===== src/rtl/mac_cell_pkg.sv =====
package mac_cell_pkg;

  typedef enum logic [1:0] {
    PAIR_MAC    = 2'd0,
    PAIR_RESULT = 2'd1,
    PAIR_BAD    = 2'd2
  } pair_kind_e;

endpackage


===== src/rtl/mac_cell_fifo.sv =====
module mac_cell_fifo #(
  parameter int W     = 33,
  parameter int DEPTH = 2
) (
  input  logic         clk,
  input  logic         rst,
  input  logic         in_vld,
  output logic         in_rdy,
  input  logic [W-1:0] in_data,
  output logic         out_ne,
  output logic [W-1:0] out_data,
  input  logic         pop
);

  localparam int PW = (DEPTH > 1) ? $clog2(DEPTH) : 1;
  localparam int CW = $clog2(DEPTH + 1);
  localparam logic [PW-1:0] LAST = PW'(DEPTH - 1);
  localparam logic [CW-1:0] FULL = CW'(DEPTH);

  logic [W-1:0]  mem [DEPTH];
  logic [PW-1:0] wr_ptr, rd_ptr;
  logic [CW-1:0] count;
  logic          push;

  assign in_rdy   = (count != FULL);
  assign push     = in_vld && in_rdy;
  assign out_ne   = (count != '0);
  assign out_data = mem[rd_ptr];

  always_ff @(posedge clk) begin
    if (push) mem[wr_ptr] <= in_data;
  end

  always_ff @(posedge clk) begin
    if (rst) begin
      wr_ptr <= '0;
      rd_ptr <= '0;
      count  <= '0;
    end else begin
      if (push) wr_ptr <= (wr_ptr == LAST) ? '0 : wr_ptr + 1'b1;
      if (pop)  rd_ptr <= (rd_ptr == LAST) ? '0 : rd_ptr + 1'b1;
      case ({push, pop})
        2'b10:   count <= count + 1'b1;
        2'b01:   count <= count - 1'b1;
        default: count <= count;
      endcase
    end
  end

  // the consumer never pops an empty queue
  a_r2_pop_nonempty: assert property (@(posedge clk) disable iff (rst)
    pop |-> (count != '0));

endmodule


===== src/rtl/mac_cell_core.sv =====
module mac_cell_core
  import mac_cell_pkg::*;
#(
  parameter int OP_W = 32
) (
  input  logic          clk,
  input  logic          rst,
  input  logic          w_ne,
  input  logic          n_ne,
  input  logic [OP_W:0] w_msg,
  input  logic [OP_W:0] n_msg,
  input  logic          e_free,
  input  logic          s_free,
  output logic          pop,
  output logic          load,
  output logic [OP_W:0] e_nxt,
  output logic [OP_W:0] s_nxt,
  output logic          proto_err
);

  pair_kind_e      kind;
  logic [OP_W-1:0] acc_q;
  logic [OP_W-1:0] prod;
  logic            fire;

  always_comb begin
    case ({w_msg[OP_W], n_msg[OP_W]})
      2'b00:   kind = PAIR_MAC;
      2'b11:   kind = PAIR_RESULT;
      default: kind = PAIR_BAD;
    endcase
  end

  assign fire = w_ne && n_ne && e_free && s_free;
  assign pop  = fire;
  assign load = fire && (kind != PAIR_BAD);
  assign prod = w_msg[OP_W-1:0] * n_msg[OP_W-1:0];

  always_comb begin
    if (kind == PAIR_RESULT) begin
      e_nxt = {1'b1, {OP_W{1'b0}}};
      s_nxt = {1'b1, acc_q};
    end else begin
      e_nxt = w_msg;
      s_nxt = n_msg;
    end
  end

  always_ff @(posedge clk) begin
    if (rst) begin
      acc_q     <= '0;
      proto_err <= 1'b0;
    end else begin
      proto_err <= fire && (kind == PAIR_BAD);
      if (fire && kind == PAIR_MAC)    acc_q <= acc_q + prod;
      if (fire && kind == PAIR_RESULT) acc_q <= '0;
    end
  end

  // a handed-over result leaves a zero accumulator behind
  a_r4_acc_clear: assert property (@(posedge clk) disable iff (rst)
    (fire && kind == PAIR_RESULT) |=> (acc_q == '0));

endmodule


===== src/rtl/mac_cell_slot.sv =====
module mac_cell_slot #(
  parameter int W = 33
) (
  input  logic         clk,
  input  logic         rst,
  input  logic         ld,
  input  logic [W-1:0] d,
  output logic         free,
  output logic         o_vld,
  input  logic         o_rdy,
  output logic [W-1:0] o_data
);

  assign free = !o_vld || o_rdy;

  always_ff @(posedge clk) begin
    if (rst) begin
      o_vld <= 1'b0;
    end else if (ld) begin
      o_vld <= 1'b1;
    end else if (o_rdy) begin
      o_vld <= 1'b0;
    end
  end

  always_ff @(posedge clk) begin
    if (ld) o_data <= d;
  end

  // an output that is not taken stays put
  a_r8_hold: assert property (@(posedge clk) disable iff (rst)
    (o_vld && !o_rdy) |=> (o_vld && $stable(o_data)));

endmodule


===== src/rtl/systolic_mac_cell.sv =====
module systolic_mac_cell #(
  parameter int OP_W    = 32,
  parameter int Q_DEPTH = 2
) (
  input  logic          clk,
  input  logic          rst,
  input  logic          west_vld,
  output logic          west_rdy,
  input  logic [OP_W:0] west_msg,
  input  logic          north_vld,
  output logic          north_rdy,
  input  logic [OP_W:0] north_msg,
  output logic          east_vld,
  input  logic          east_rdy,
  output logic [OP_W:0] east_msg,
  output logic          south_vld,
  input  logic          south_rdy,
  output logic [OP_W:0] south_msg,
  output logic          proto_err
);

  localparam int MSG_W = OP_W + 1;

  // index 0: west input / east output, index 1: north input / south output
  logic [1:0]       q_vld, q_rdy, q_ne;
  logic [MSG_W-1:0] q_in  [2];
  logic [MSG_W-1:0] q_out [2];
  logic [1:0]       sl_free, sl_vld, sl_rdy;
  logic [MSG_W-1:0] sl_d    [2];
  logic [MSG_W-1:0] sl_data [2];
  logic             pop, load;

  assign q_vld    = {north_vld, west_vld};
  assign q_in[0]  = west_msg;
  assign q_in[1]  = north_msg;
  assign west_rdy  = q_rdy[0];
  assign north_rdy = q_rdy[1];

  for (genvar i = 0; i < 2; i++) begin : g_in
    mac_cell_fifo #(.W(MSG_W), .DEPTH(Q_DEPTH)) u_q (
      .clk      (clk),
      .rst      (rst),
      .in_vld   (q_vld[i]),
      .in_rdy   (q_rdy[i]),
      .in_data  (q_in[i]),
      .out_ne   (q_ne[i]),
      .out_data (q_out[i]),
      .pop      (pop)
    );
  end

  mac_cell_core #(.OP_W(OP_W)) u_core (
    .clk       (clk),
    .rst       (rst),
    .w_ne      (q_ne[0]),
    .n_ne      (q_ne[1]),
    .w_msg     (q_out[0]),
    .n_msg     (q_out[1]),
    .e_free    (sl_free[0]),
    .s_free    (sl_free[1]),
    .pop       (pop),
    .load      (load),
    .e_nxt     (sl_d[0]),
    .s_nxt     (sl_d[1]),
    .proto_err (proto_err)
  );

  assign sl_rdy = {south_rdy, east_rdy};

  for (genvar i = 0; i < 2; i++) begin : g_out
    mac_cell_slot #(.W(MSG_W)) u_slot (
      .clk    (clk),
      .rst    (rst),
      .ld     (load),
      .d      (sl_d[i]),
      .free   (sl_free[i]),
      .o_vld  (sl_vld[i]),
      .o_rdy  (sl_rdy[i]),
      .o_data (sl_data[i])
    );
  end

  assign east_vld  = sl_vld[0];
  assign east_msg  = sl_data[0];
  assign south_vld = sl_vld[1];
  assign south_msg = sl_data[1];

  // a flagged east message always carries a zero operand
  a_r4_east_zero: assert property (@(posedge clk) disable iff (rst)
    (east_vld && east_msg[OP_W]) |-> (east_msg[OP_W-1:0] == '0));

endmodule


===== config.mk =====
export PLATFORM = sky130hd
export DESIGN_NAME = systolic_mac_cell
export DESIGN_NICKNAME = d
export VERILOG_FILES = /design/src/rtl/mac_cell_pkg.sv /design/src/rtl/mac_cell_fifo.sv /design/src/rtl/mac_cell_core.sv /design/src/rtl/mac_cell_slot.sv /design/src/rtl/systolic_mac_cell.sv
export SDC_FILE = /design/constraint.sdc
export NUM_CORES = 2
export LEC_CHECK = 0
export BUFFER_PORTS_ARGS = -buffer_cell sky130_fd_sc_hd__buf_2
export CAP_MARGIN = 15
export CORE_MARGIN = 2
export CORE_UTILIZATION = 60
export CTS_BUF_LIST = sky130_fd_sc_hd__clkbuf_8
export DETAILED_ROUTE_END_ITERATION = 6
export PLACE_DENSITY = 0.83
export SLEW_MARGIN = 20
export SYNTH_ARGS = -nofsm -noshare
export SYNTH_HDL_FRONTEND = slang
export SYNTH_SLANG_ARGS = --single-unit

===== constraint.sdc =====
create_clock -name clk -period 22.3 [get_ports clk]
set_clock_uncertainty 0.1 [all_clocks]
set_input_delay 2.23 -clock clk [delete_from_list [all_inputs] [get_ports clk]]
set_output_delay 2.23 -clock clk [all_outputs]
set_load 0.01 [all_outputs]

# Yosys cells after proc, flatten, opt, wreduce, memory -nomap -nowiden
# Memories as Yosys holds them, arrays and structs flattened. A register that Yosys moved wholly into a read port is not among the register bits.
# Cells that the tools add are included.
totals:
  register_bits: 109
  ram_bits: 132
  inputBits: 72
  out_inout_bits: 71
  elab_cells: 77
  memories: 2
classes:
  add_sub_neg: 9
  n_mul: 1
  eq_ne: 10
  muxes: 20
  n_reduce_logical: 22
mem_list:
  columns: ["memory", "words", "word_bits", "rd", "rd_clocked_by_memory_dff", "wr", "line_no", "text"]
  rows:
  - ["g_in[0].u_q.mem", 2, 33, 1, 1, 1, "mac_cell_fifo.sv:20", "logic [W-1:0] mem [DEPTH];"]
  - ["g_in[1].u_q.mem", 2, 33, 1, 1, 1, "mac_cell_fifo.sv:20", null]
ops:
  columns: ["op", "count"]
  rows:
  - ["32-bit adder", 1]
  - ["32-bit by 32-bit multiplier with 32-bit output", 1]
  - ["32-bit 2-to-1 mux", 1]
  - ["1-bit 2-to-1 mux", 16]
  - ["2-bit case mux with 2 select lines", 3]
  - ["2-bit nonzero test", 6]
  - ["1-bit logical AND", 9]
  - ["2-bit equality test (second input constant)", 4]
  - ["2-bit by 1-bit equality test with 1-bit output (second input constant)", 3]
  - ["2-bit != test (second input constant)", 3]
  - ["1-bit adder (second input constant)", 4]
  - ["2-bit by 1-bit adder with 2-bit output (second input constant)", 2]
  - ["2-bit logical NOT", 2]
  - ["2-bit by 1-bit subtractor with 2-bit output (second input constant)", 2]
  - ["1-bit logical NOT", 2]
  - ["1-bit logical OR", 2]
  - ["2-bit OR reduction", 1]

# Longest topological paths before layout
logic_depth:
  depth_word: 6
  ltp_mapped: 34
  depth_no_buf: 28

# Hierarchy
# A second synthesis with hierarchy kept.
hier_totals:
  hier_cells: 2395
  area_unflattened_um2: 25827.3
modules_own_cells:
  columns: ["mod", "n_inst", "cells_per_inst", "area_each_um2", "seq_area_each_um2"]
  rows:
  - ["mac_cell_core", 1, 2069, 18575.3, 660.6]
  - ["mac_cell_fifo", 2, 126, 2588.7, 2082.0]
  - ["mac_cell_slot", 2, 37, 1037.2, 1011.0]

# Worst setup path after synthesis
# No wires, ideal clock.
synth_timing:
  kind: "reg2reg"
  startpoint: "register with a tool-made name"
  endpoint: "register u_core.acc_q[30]"
  setup_ps: 70
  arrival_time_ps: 7827
  t_required_ps: 22130
  path_slack_ps: 14302
  path_stages_with_launch: 30
  n_path_buf: 5
  synth_period_minus_slack_ps: 7998
  cell_sequence: "dfxtp_1 -> buf_6 -> buf_6 -> buf_4 -> buf_1 -> mux2i_1 -> clkbuf_1 -> nor2_1 -> fa_1 -> fa_1 -> fa_1 -> inv_1 -> fa_1 -> inv_1 -> fa_1 -> fa_1 -> fa_1 -> inv_1 -> fa_1 -> inv_1 -> ha_1 -> a21o_1 -> a21o_1 -> a21oi_1 -> o21ai_0 -> a21oi_1 -> o21ai_1 -> a2111oi_0 -> o221ai_1 -> a21oi_1"
synth_lines:
  columns: ["element", "line_no", "text"]
  rows:
  - ["end signal: assignment", "mac_cell_core.sv:55", "if (fire && kind == PAIR_MAC) acc_q <= acc_q + prod;"]
  - ["end: declaration", "mac_cell_core.sv:22", "logic [OP_W-1:0] acc_q;"]

==> metrics.md <==
| Metric | Value |
|---|---|
| DPL Wire Length | 55800 microns |
| Die Area | 0.0439 sq mm |
| Setup CP Type | flip-flop to flip-flop |
| Unrepaired setup endpoints after global routing | no |
| Placed insts | 3077 |
| Critical path launch point type | flip-flop |
| Top post-synthesis cells by area | fa_1 (35%), edfxtp_1 (23%), inv_1 (7.2%), ha_1 (6.3%), nor2_1 (6.2%) |
| Initial core utilization | 0.606 |
| Count leader, synth | inv_1 |
| Hold path startpoint | u_core.acc_q[6] |
| Clock sinks | 243 |
| Die Y | 210 microns |
| CP max stage delay | 0.73 ns |
| Total gr overflow | 0 |
| Worst path slowest cell | buf_4 |
| TritonCTS buffer count | 41 |
| Post-synth ARST share | 0 |
| Yosys cell types | 55 |
| Crit path capture type | flip-flop |
| Setup_tns | 0 ns |
| Slew Limit Headroom | 0.246 |
| Synthesized area | 0.0253 sq mm |
| Worst slew pin tran | 1.10 ns |
| Crit path DAT | 9.15 ns |
| CP dominant cell by count | fa_1 |
| Fin area | 0.0275 sq mm |
| Final hold violation count | 0 |
| Synthesis Warnings | 0 |
| Clock transition time at the flip-flop clock pins of the worst setup and hold paths | 0.07 ns |
| ANT nets after route | 0 |
| HP Class | flip-flop to flip-flop |
| Dpl ws | 13.72 ns |
| Setup Viol. Count Final | 0 |
| Clock latency on the worst-skew pair | 0.66 ns |
| Layout Cells excl Fill | 3146 |
| Port Buffers | 142 |
| Pins Over Slew Limit | 0 |
| Clock root buffer | clkbuf_8 |
| Initial antenna violation count | 1 |
| Placed Area | 0.0268 sq mm |
| Post-CTS setup repair buffer count | 0 |
| Crit path max fanout | 58 |
| Routed vias/inst | 5.84 |
| Seq cells post-synth | 243 |
| First-pass DRT Iterations | 7 |
| Final WL | 72400 microns |
| Seq/Total Area, Yosys | 0.270 |
| Top cell type's share of synthesized area | 0.346 |
| GRT Total Usage | 0.345 |
| Avg Cell Area, Syn | 10.4 sq um |
| Outcome | complete, no violations |
| Top FF cell, synth | edfxtp_1 |
| Clock tree buffer depth | 3 |
| Max Fclk | 115 MHz |
| H-tree levels | 2 |
| CTS Hold Bufs | 0 |
| Worst reg2reg setup slack | 13.63 ns |
| Setup WS post-layout | 13.63 ns |
| Number of max-cap violations | 0 |
| Gate Count Post-Synth | 2439 |
| Top cells by count, synth | inv_1 (489), fa_1 (438), nor2_1 (419) |
| I/O pin total | 143 |
| Die width | 210 microns |
| DR DRC count | 0 |
| EDFF count, synth | 198 |
| CTS tree | done |
| Layout area overhead | 8.65% |
| Cts repair resizes | 0 |
| Diodes inserted | 0 |
| Syn nets | 3077 |
| Share of cells above drive strength 1 | 0.141 |
| Rows | 75 |
| Vias in the first global route | 19942 |
| Critical Path RT | 22.78 ns |
| Initial drt markers | 1738 |
| Final Cycle Share | 0.389 |
| Post-layout min period | 8.67 ns |
| Final RePlAce weighted congestion | 1.00 |
| Nets | 3219 |
| Yosys top cell by area | fa_1 |
| Largest net degree at the start of global routing | 81 |
| DR vias | 18380 |
| First-pass GRT wire length | 112000 microns |
| DR WL/cell | 23.0 microns |
| Core area | 0.0419 sq mm |
-- worst max-delay path, delay by kind of cell, from the launching register on --
family / cells / cell delay (ns)
XOR/XNOR: 1 / 0.16
buffers and inverters: 8 / 1.45
flip-flops: 1 / 0.33
AO/OA/AOI/OAI: 5 / 1.30
adder cells (fa/ha/maj): 9 / 4.38
AND/OR/NAND/NOR: 4 / 0.55
multiplexers: 1 / 0.29
-- logic make-up (layout without fill, tap and decap cells) --
logic type               count (synthesis)  count (layout)  share of synthesized area
AO/OA/AOI/OAI                          126             126                     0.0306
XOR/XNOR                                93              93                     0.0330
adder cells (fa/ha/maj)                566             566                      0.409
buffers and inverters                  582             750                     0.0891
flip-flops                             243             243                      0.270
multiplexers                           134             134                     0.0594
AND/OR/NAND/NOR                        695             695                      0.109
-- flip-flops by register name (all words and copies together) (netlist names), named ones only --
| name | cells |
|---|---|
| g_out.u_slot.o_vld | 2 |
| g_in.u_q.count | 4 |
| u_core.acc_q | 32 |
| g_in.u_q.mem | 132 |
| u_core.proto_err | 1 |
| g_out.u_slot.o_data | 66 |
| g_in.u_q.rd_ptr | 2 |
| g_in.u_q.wr_ptr | 2 |
-- worst paths after layout --
kind,endpoint,cells past startpoint
setup / recovery,u_core.acc_q[31],28
hold / removal,u_core.acc_q[6],2
setup reg to reg,u_core.acc_q[31],28
hold reg to reg,u_core.acc_q[6],2
-- placed cells by master (no fill, tap or decap), types with 18 or more instances in the layout --
| master | n |
|---|---|
| a21o_1 | 18 |
| a21oi_1 | 61 |
| buf_2 | 142 |
| buf_4 | 50 |
| clkbuf_8 | 41 |
| dfxtp_1 | 43 |
| edfxtp_1 | 198 |
| fa_1 | 438 |
| ha_1 | 127 |
| inv_1 | 497 |
| mux2_2 | 62 |
| mux2i_1 | 36 |
| mux2i_2 | 31 |
| nand2_1 | 216 |
| nor2_1 | 417 |
| xnor2_1 | 70 |
| xor2_1 | 21 |
-- per-layer routing --
layer / GRT usage / up-vias / part of all wire
li1: - / 7727 / -
met1: 0.442 / 9189 / 0.36
met2: 0.540 / 1152 / 0.45
met3: 0.0813 / 312 / 0.11
met4: 0.210 / 0 / 0.075
met5: 0 / - / 0
-- final cells by class --
class / count / area [sq um]
clock buffers: 41 / 564
multi-input cells: 1614 / 16300
inverters: 489 / 1840
well taps: 539 / 674
clock inverters: 28 / 178
repair buffers: 192 / 1090
fillers: 3260 / 14300
flip-flops and latches: 243 / 6850
-- metrics by stage --
step	util	hold slack (ns)
4_1_cts	0.658	0.356
5_1_grt	0.658	0.372
6_report	0.658	0.356
3_3_place_gp	0.640	0.339
3_5_place_dp	0.640	0.347
2_1_floorplan	-	0.332
Power is not shown: default switching activity piles up to over one toggle a cycle in this logic, so the estimate is an artifact.
